`config.mk`:
```
export PLATFORM = sky130hd
export DESIGN_NAME = step_shifter
export DESIGN_NICKNAME = d
export VERILOG_FILES = /design/src/rtl/step_shift_pkg.sv /design/src/rtl/step_shift_left.sv /design/src/rtl/step_shift_right.sv /design/src/rtl/step_shifter.sv
export SDC_FILE = /design/constraint.sdc
export NUM_CORES = 1
export LEC_CHECK = 0
export ABC_CLOCK_PERIOD_IN_PS = 1800
export CORE_AREA = 2 2 39 41
export DETAILED_ROUTE_END_ITERATION = 12
export DIE_AREA = 0 0 41 43
export SLEW_MARGIN = 10
export SYNTH_ARGS = -nofsm -noshare
export SYNTH_HDL_FRONTEND = slang
export SYNTH_SLANG_ARGS = --single-unit
```
`constraint.sdc`:
```
create_clock -name vclk -period 1.8
set_input_delay 0.54 -clock vclk [all_inputs]
set_output_delay 0.54 -clock vclk [all_outputs]
set_load 0.02 [all_outputs]
```
`src/rtl/step_shift_pkg.sv`:
```
// Package: shared mode encoding for the single-step shift unit.
// Assumes mode bit 2 is the direction bit (1 = right) and 3'b000 is pass-through.
package step_shift_pkg;

    typedef enum logic [2:0] {
        MV_PASS     = 3'b000,
        MV_ROT_L    = 3'b001,
        MV_ZERO_L   = 3'b010,
        MV_CARRY_L  = 3'b011,
        MV_ROT_R    = 3'b100,
        MV_ZERO_R   = 3'b101,
        MV_SIGN_R   = 3'b110,
        MV_CARRY_R  = 3'b111
    } move_mode_e;

endpackage

```
`src/rtl/step_shift_left.sv`:
```
// Module: moves a word left by one position; the fill entering bit 0 is
// chosen by the low two mode bits (rotate, zero, carry-in).
// Assumes WIDTH >= 2; the caller ignores the result for non-left modes.
module step_shift_left
    import step_shift_pkg::*;
#(
    parameter int WIDTH = 8
) (
    input  logic [WIDTH-1:0] word_i,
    input  logic             cin_i,
    input  move_mode_e       mode_i,
    output logic [WIDTH-1:0] word_o,
    output logic             lost_o
);

    localparam int TOP = WIDTH - 1;

    logic fill_bit;

    // Pick the bit that enters at the low end.
    always_comb begin
        unique case (mode_i)
            MV_ROT_L:   fill_bit = word_i[TOP];
            MV_CARRY_L: fill_bit = cin_i;
            default:    fill_bit = 1'b0;
        endcase
    end

    // Form the moved word and the bit pushed out at the top.
    always_comb begin
        word_o = {word_i[TOP-1:0], fill_bit};
        lost_o = word_i[TOP];
    end

    // A rotate keeps the number of set bits.
    always_comb begin
        if (mode_i == MV_ROT_L) begin
            p_rotl_keeps_ones_r2: assert ($countones(word_o) == $countones(word_i))
                else $error("left rotate changed the number of ones");
        end
    end

endmodule

```
`src/rtl/step_shift_right.sv`:
```
// Module: moves a word right by one position; the fill entering the top bit
// is chosen by the low two mode bits (rotate, zero, sign, carry-in).
// Assumes WIDTH >= 2; the caller ignores the result for non-right modes.
module step_shift_right
    import step_shift_pkg::*;
#(
    parameter int WIDTH = 8
) (
    input  logic [WIDTH-1:0] word_i,
    input  logic             cin_i,
    input  move_mode_e       mode_i,
    output logic [WIDTH-1:0] word_o,
    output logic             lost_o
);

    localparam int TOP = WIDTH - 1;

    logic fill_bit;

    // Pick the bit that enters at the high end.
    always_comb begin
        unique case (mode_i)
            MV_ROT_R:   fill_bit = word_i[0];
            MV_SIGN_R:  fill_bit = word_i[TOP];
            MV_CARRY_R: fill_bit = cin_i;
            default:    fill_bit = 1'b0;
        endcase
    end

    // Form the moved word and the bit pushed out at the bottom.
    always_comb begin
        word_o = {fill_bit, word_i[TOP:1]};
        lost_o = word_i[0];
    end

    // Guard the fill rules for the right-moving modes.
    always_comb begin
        if (mode_i == MV_ROT_R) begin
            p_rotr_keeps_ones_r5: assert ($countones(word_o) == $countones(word_i))
                else $error("right rotate changed the number of ones");
        end
        if (mode_i == MV_ZERO_R) begin
            p_lsr_top_clear_r6: assert (word_o[TOP] == 1'b0)
                else $error("logical right move left a set top bit");
        end
        if (mode_i == MV_SIGN_R) begin
            p_asr_sign_kept_r7: assert (word_o[TOP] == word_i[TOP] && word_o[TOP-1] == word_i[TOP])
                else $error("arithmetic right move lost the sign");
        end
    end

endmodule

```
`src/rtl/step_shifter.sv`:
```
// Module: top of the single-step shift unit. Routes the word through the
// left or right mover and selects the result by the mode's direction bit.
// Assumes WIDTH >= 2. Purely combinational: no clock, no reset, no state.
module step_shifter
    import step_shift_pkg::*;
#(
    parameter int WIDTH = 8
) (
    input  logic [WIDTH-1:0] data_in,
    input  logic             carry_in,
    input  logic [2:0]       mode,
    output logic [WIDTH-1:0] data_out,
    output logic             carry_out
);

    localparam int TOP = WIDTH - 1;

    move_mode_e       op;
    logic [WIDTH-1:0] left_word;
    logic [WIDTH-1:0] right_word;
    logic             left_lost;
    logic             right_lost;

    // Give the raw mode code its enumerated type.
    always_comb op = move_mode_e'(mode);

    step_shift_left #(.WIDTH(WIDTH)) u_left (
        .word_i (data_in),
        .cin_i  (carry_in),
        .mode_i (op),
        .word_o (left_word),
        .lost_o (left_lost)
    );

    step_shift_right #(.WIDTH(WIDTH)) u_right (
        .word_i (data_in),
        .cin_i  (carry_in),
        .mode_i (op),
        .word_o (right_word),
        .lost_o (right_lost)
    );

    // Select pass-through, the left result or the right result.
    always_comb begin
        if (op == MV_PASS) begin
            data_out  = data_in;
            carry_out = 1'b0;
        end else if (mode[2]) begin
            data_out  = right_word;
            carry_out = right_lost;
        end else begin
            data_out  = left_word;
            carry_out = left_lost;
        end
    end

    // Check the selected outputs against the inputs across the sub-units.
    always_comb begin
        if (op == MV_PASS) begin
            p_pass_clean_r1: assert (data_out == data_in && carry_out == 1'b0)
                else $error("pass-through altered the word or carry");
        end
        if (mode[2]) begin
            p_right_carry_lsb_r8: assert (carry_out == data_in[0])
                else $error("right move carry is not the old low bit");
        end
        if (op != MV_PASS && !mode[2]) begin
            p_left_carry_msb_r3: assert (carry_out == data_in[TOP])
                else $error("left move carry is not the old top bit");
        end
    end

endmodule

```
==> summary.txt, run 1 <==
Die
  • Initial Utilization: 15.9%
  • Die ar.: 0.00176 mm²
  • IO Count: 21
  • Die height: 43 µm
  • Core Area: 0.00138 mm²
  • FP Rows: 14
  • DIE WIDTH: 41 µm

Worst setup path
  • Stages on worst setup path: 6
  • Crit path DAT: 1.33 ns
  • CP Capture Type: output port
  • Worst setup path start: mode[1]
  • Crit Path Category: in -> out
  • Critical path launch point type: input port
  • Critical path's largest stage delay: 0.18 ns
  • WP data required: 1.26 ns
  • Cell family with most CP delay: buffers and inverters
  • Cells along the critical path: buf_8 -> nor2_4 -> buf_6 -> mux2i_1 -> o21ai_1 -> buf_4
  • Critical Path End: data_out[4]
  • CP bufs+invs: 3
  • Slowest-stage cell, CP: mux2i_1
  • Crit-path max FO: 5

Power
  • PwrDens: 292 mW/mm²
  • Cell Int Power: 67.1 µW
  • Switch share: 49.4%
  • Lkg Pwr: 0.000230 µW
  • Comb pwr share: 100.0%
  • Worst vdd ir: 0.103 mV
  • Tot Pwr: 133 µW
  • Clock share of power: 0%
  • P_sw: 65.5 µW
  • Flop pwr share: 0%

Cells and area
  • Fin nets: 71
  • Seq_cells: 0
  • Share of cells above drive strength 1: 40.4%
  • Area of the multi-input gates: 220 µm²
  • Number of fill cells: 164
  • CLK BUF: 0
  • Register area: 0 µm²
  • Area Growth Syn to Fin: 106%
  • # diodes: 0

Yosys
  • Mapped Area: 220 µm²
  • Synth unique cells: 12
  • Synthesized area per cell: 6.67 µm²
  • Seq/Total Area, Yosys: 0%
  • Syn_nets: 45
  • Mapped Cells: 33
  • Yosys warning total: 0

Clock network
  • Cts hold-fix bufs: 0

Routing
  • Wirelength per Cell: 9.38 µm
  • Post-Route WL: 685 µm
  • Vias per cell: 4.37
  • 1st-iter DRT viols: 0
  • DRC Markers: 0
  • Via Count: 319
  • TritonRoute pass-1 iters: 1
  • Routed Antenna Nets: 0

Outcome
  • Failing checks: negative setup slack
  • Status: finished, violations left

STA
  • Rel. slew slack: 88.4%
  • Period minus WS final: 1.87 ns
  • Final worst path period share: 104%
  • Setup slack after layout: -0.0658 ns
  • RSZ-0062 raised after global routing: yes
  • Setup violators final: 8
  • Fmax: 536 MHz
  • Worst Max-Slew Pin Slew: 0.174 ns
  • Final Max Slew Viols: 0
  • Final Hold Viols: 0

GRT
  • Vias in the first global route: 258
  • Gr usage total: 7.69%
  • Total grt overflow: 0
  • Largest net degree at the start of global routing: 14
  • Global-route wire length before repair: 1020 µm
  • Initial antenna violation count: 0

Worst hold path
  • Hold WC Path Type: in -> out
  • Min-delay src: data_in[7]

Placed design
  • Port Buffers: 21
  • Dpl hpwl: 523 µm
  • Worst slack, placed: -1.02 ns
  • Gpl congestion: 0.660

Run
  • Max Cap Violations: 0
==> power by group through the flow <==
stage | combinational [µW] | sequential [µW] | clock, µW
4_1_cts | 132 | 0 | 0
3_5_place_dp | 137 | 0 | 0
5_1_grt | 142 | 0 | 0
3_3_place_gp | 137 | 0 | 0
6_report | 133 | 0 | 0
2_1_floorplan | 62.2 | 0 | 0
==> Yosys cell counts, drive strengths merged <==
library cell | n | area share (%)
o21ai | 9 | 20
mux2i | 7 | 32
nand2 | 7 | 12
nor3b | 2 | 6.8
a211o | 1 | 4.0
a21bo | 1 | 4.5
buf | 1 | 2.3
clkbuf | 1 | 1.7
mux2 | 1 | 5.1
nand3 | 1 | 2.3
nor2 | 1 | 5.1
xor2 | 1 | 4.0
==> layout by cell type (no fill, tap or decap), drive strengths merged <==
| cell | instances |
|---|---|
| mux2i | 7 |
| dlygate4sd2 | 6 |
| nand3 | 1 |
| a211o | 1 |
| nand2 | 7 |
| a21bo | 1 |
| nor3b | 2 |
| nor2 | 1 |
| mux2 | 1 |
| xor2 | 1 |
| o21ai | 9 |
| buf | 20 |
==> through the flow <==
step,hold WS [ns],TNS (ns),utilization [%],std cells,area (µm²)
2_1_floorplan,1.27,-0.598,-,33,220
3_3_place_gp,2.20,-8.70,33.0,70,457
3_5_place_dp,2.18,-8.64,33.0,70,457
4_1_cts,1.46,-0.506,32.6,73,452
5_1_grt,1.51,-0.846,32.8,73,454
6_report,1.46,-0.421,32.8,73,454
==> worst min path at each step <==
stage | slack (ns) | cells after the start | endpoint
6_report | 1.46 | 4 | data_out[6]
5_1_grt | 1.51 | 4 | carry_out
4_1_cts | 1.46 | 4 | data_out[6]
3_5_place_dp | 2.18 | 4 | data_out[4]
3_3_place_gp | 2.20 | 4 | data_out[4]
2_1_floorplan | 1.27 | 1 | data_out[0]
==> kinds of logic (layout without fill, tap and decap cells) <==
group | count (synthesis) | in the layout | share of synthesized area, %
compound gates | 11 | 11 | 29.0
simple gates | 11 | 11 | 26.1
mux | 8 | 8 | 36.9
buf+inv | 2 | 26 | 3.97
xor+xnor | 1 | 1 | 3.98
==> worst min-delay path: cells and delay by family <==
kind / cells / cell delay, ns
compound gates: 1 / 0.06
simple gates: 1 / 0.05
buf+inv: 2 / 0.27
==> routing by layer <==
layer | vias to the layer above | routed length (µm) | GRT usage [%]
met3 | 0 | 51 | 0
met2 | 12 | 331 | 12.8
met1 | 138 | 302 | 11.4
li1 | 169 | - | -
met4 | 0 | 0 | 0
met5 | - | 0 | 0
==> timing repair <==
item                                    CTS  global route
buffers inserted                          3             0
gates resized for setup                  89             5
endpoints found under the setup margin    9             9
pin swaps                                 5             6
==> area by class of cell <==
| type | count | share of cell area (%) |
|---|---|---|
| repair buffers | 26 | 47.1 |
| multi-input cells | 31 | 48.5 |
| well taps | 16 | 4.41 |
No activity file was read; power rests on OpenSTA's default activity.
==> inputs of run 2 (changes only) <==
PLACE_DENSITY = 0.51   (was not set)
==> run 2 against run 1 <==
Effect of this change:
- the flow still finishes with violations (negative setup slack)
- power grew 1.2%
- final area increased by 2.8%
- global-route usage decreased by 0.30 points
- sequential share of layout area stayed put
- combinational power is essentially flat
- largest power group unchanged
==> summary.txt, run 2 (same netlist as run 1, synthesis figures left out) <==
Die
  • FP Rows: 14 (unchanged)
  • Die ar.: 0.00176 mm² (unchanged)
  • Die height: 43 µm (unchanged)
  • IO Count: 21 (unchanged)
  • DIE WIDTH: 41 µm (unchanged)
  • Core Area: 0.00138 mm² (unchanged)
  • Initial Utilization: 15.9% (unchanged)

Cells and area
  • Register area: 0 µm² (unchanged)
  • Share of cells above drive strength 1: 43.1% (+2.8 points)
  • Seq_cells: 0 (unchanged)
  • Final core occ: 33.7% (+0.90 points)
  • CLK BUF: 0 (unchanged)
  • Area Growth Syn to Fin: 112%
  • Area of the multi-input gates: 221 µm² (+0.57%)
  • # diodes: 0 (unchanged)
  • Fin nets: 72 (+1.4%)
  • Most frequent cells in the layout: buf_2 (8), mux2i_1 (7), nand2_1 (7)
  • Commonest non-fill, non-tap cell in the layout: buf_2
  • Number of fill cells: 166 (+1.2%)
  • Fin cells: 74 (+1.4%)

GRT
  • Met1 usage: 11.7% (+0.32 points)
  • Gr usage total: 7.39% (-0.30 points)
  • Vias in the first global route: 253 (-1.9%)
  • Global-route wire length before repair: 1010 µm (-1.4%)
  • Global routing's busiest layer: met1
  • Initial antenna violation count: 0 (unchanged)
  • M2 GR Usage: 11.6% (-1.2 points)
  • Total grt overflow: 0 (unchanged)
  • Largest net degree at the start of global routing: 11 (-3)
  • Met3 Track Usage GR: 0% (unchanged)

Outcome
  • Failing checks: negative setup slack
  • Status: finished, violations left

Worst setup path
  • Cells along the critical path: buf_8 -> nand3_1 -> a21bo_1 -> a211o_1 -> buf_6
  • CP bufs+invs: 2 (-1)
  • Crit path DAT: 1.32 ns (about the same)
  • WP data required: 1.26 ns (about the same)
  • Crit Path Category: in -> out
  • CP Capture Type: output port
  • Cell family with most CP delay: compound AO/OA/AOI/OAI gates
  • Critical path launch point type: input port
  • Crit-path max FO: 5 (unchanged)
  • Slowest-stage cell, CP: a211o_1
  • Critical path's largest stage delay: 0.26 ns (+0.08 ns)

Routing
  • Vias per cell: 4.22 (-3.5%)
  • TritonRoute pass-1 iters: 1 (unchanged)
  • DRC Markers: 0 (unchanged)
  • Wirelength per Cell: 9.03 µm (-3.8%)
  • 1st-iter DRT viols: 0 (unchanged)
  • Routed Antenna Nets: 0 (unchanged)
  • Post-Route WL: 668 µm (-2.5%)
  • Via Count: 312 (-2.2%)

STA
  • Setup violators final: 8 (unchanged)
  • Worst Max-Slew Pin Slew: 0.126 ns (-0.0483 ns)
  • Final Max Slew Viols: 0 (unchanged)
  • Final Hold Viols: 0 (unchanged)
  • Final worst path period share: 103% (-0.32 points)
  • Setup slack after layout: -0.0600 ns (+0.00579 ns)
  • Rel. slew slack: 91.4% (+3.0 points)
  • RSZ-0062 raised after global routing: yes
  • Period minus WS final: 1.86 ns (-0.00579 ns)
  • Fmax: 538 MHz (+0.31%)

Placed design
  • Worst slack, placed: -1.01 ns (+0.0138 ns)
  • Port Buffers: 21 (unchanged)
  • Post-Place Cells: 70 (unchanged)
  • Gpl congestion: 0.659 (-0.26%)
  • Dpl hpwl: 532 µm (+1.6%)

Worst hold path
  • Hold Path End: data_out[6]
  • Min-delay src: data_in[7]
  • Hold Path Cell Cnt: 4 (unchanged)
  • Hold WC Path Type: in -> out

Power
  • Lkg Pwr: 0.000232 µW (+1.0%)
  • Tot Pwr: 134 µW (+1.2%)
  • Worst vdd ir: 0.0993 mV (-3.7%)
  • PwrDens: 288 mW/mm² (-1.5%)

Run
  • Max Cap Violations: 0 (unchanged)
run 2: worst max path at each step:
stage / startpoint / endpoint / slack (ns) / cells past startpoint
floorplan: mode[2] / data_out[4] / -0.12 / 3
global placement: mode[1] / data_out[3] / -1.00 / 5
detailed placement: mode[1] / data_out[7] / -1.01 / 5
CTS: mode[0] / data_out[1] / -0.08 / 6
global route: mode[0] / data_out[1] / -0.14 / 6
finish: mode[1] / data_out[7] / -0.06 / 5
run 2: per-layer routing:
| layer | vias to the layer above | share of wire, % | routed length, µm |
|---|---|---|---|
| met5 | - | 0 | 0 |
| met4 | 0 | 0 | 0 |
| li1 | 171 | - | - |
| met1 | 129 | 45 | 302 |
| met3 | 0 | 7.8 | 52 |
| met2 | 12 | 47 | 313 |
run 2: repair_timing:
| action | 4_1_cts | 5_1_grt |
|---|---|---|
| pin swaps | 8 | 1 |
| resized for setup | 94 | 1 |
| setup buffers | 4 | 0 |
| hold buffers | 0 | 0 |
| setup endpoints to repair | 9 | 9 |
run 2: power by group:
part           switching (µW)  internal (µW)  total (µW)
registers                   0              0           0
clock network               0              0           0
logic                    65.4           68.8         134
total                    65.4           68.8         134
run 2: layout make-up:
class,count,share of cell area [%]
timing repair buffer,27,48.3
multi-input combinational,31,47.5
tap,16,4.29
run 2: metrics by stage:
stage	area, µm²	setup TNS [ns]	hold slack (ns)
after CTS	473	-0.500	1.45
after global routing	467	-0.849	1.51
after floorplan	220	-0.598	1.27
final	467	-0.356	1.45
after detailed placement	457	-8.68	2.20
after global placement	457	-8.69	2.20
run 2: tightest hold or removal path: cells and delay by family:
| kind | cells | cell delay, ns |
|---|---|---|
| AO/OA/AOI/OAI | 1 | 0.05 |
| AND/OR/NAND/NOR | 1 | 0.05 |
| buffers and inverters | 2 | 0.27 |
==> inputs of run 3 (changes only) <==
ABC_CLOCK_PERIOD_IN_PS = not set   (was 1800)
PLACE_DENSITY = not set   (was 0.51)
==> results of run 3 <==
No change in the layout: final DEF, timing and power equal those of run 1.
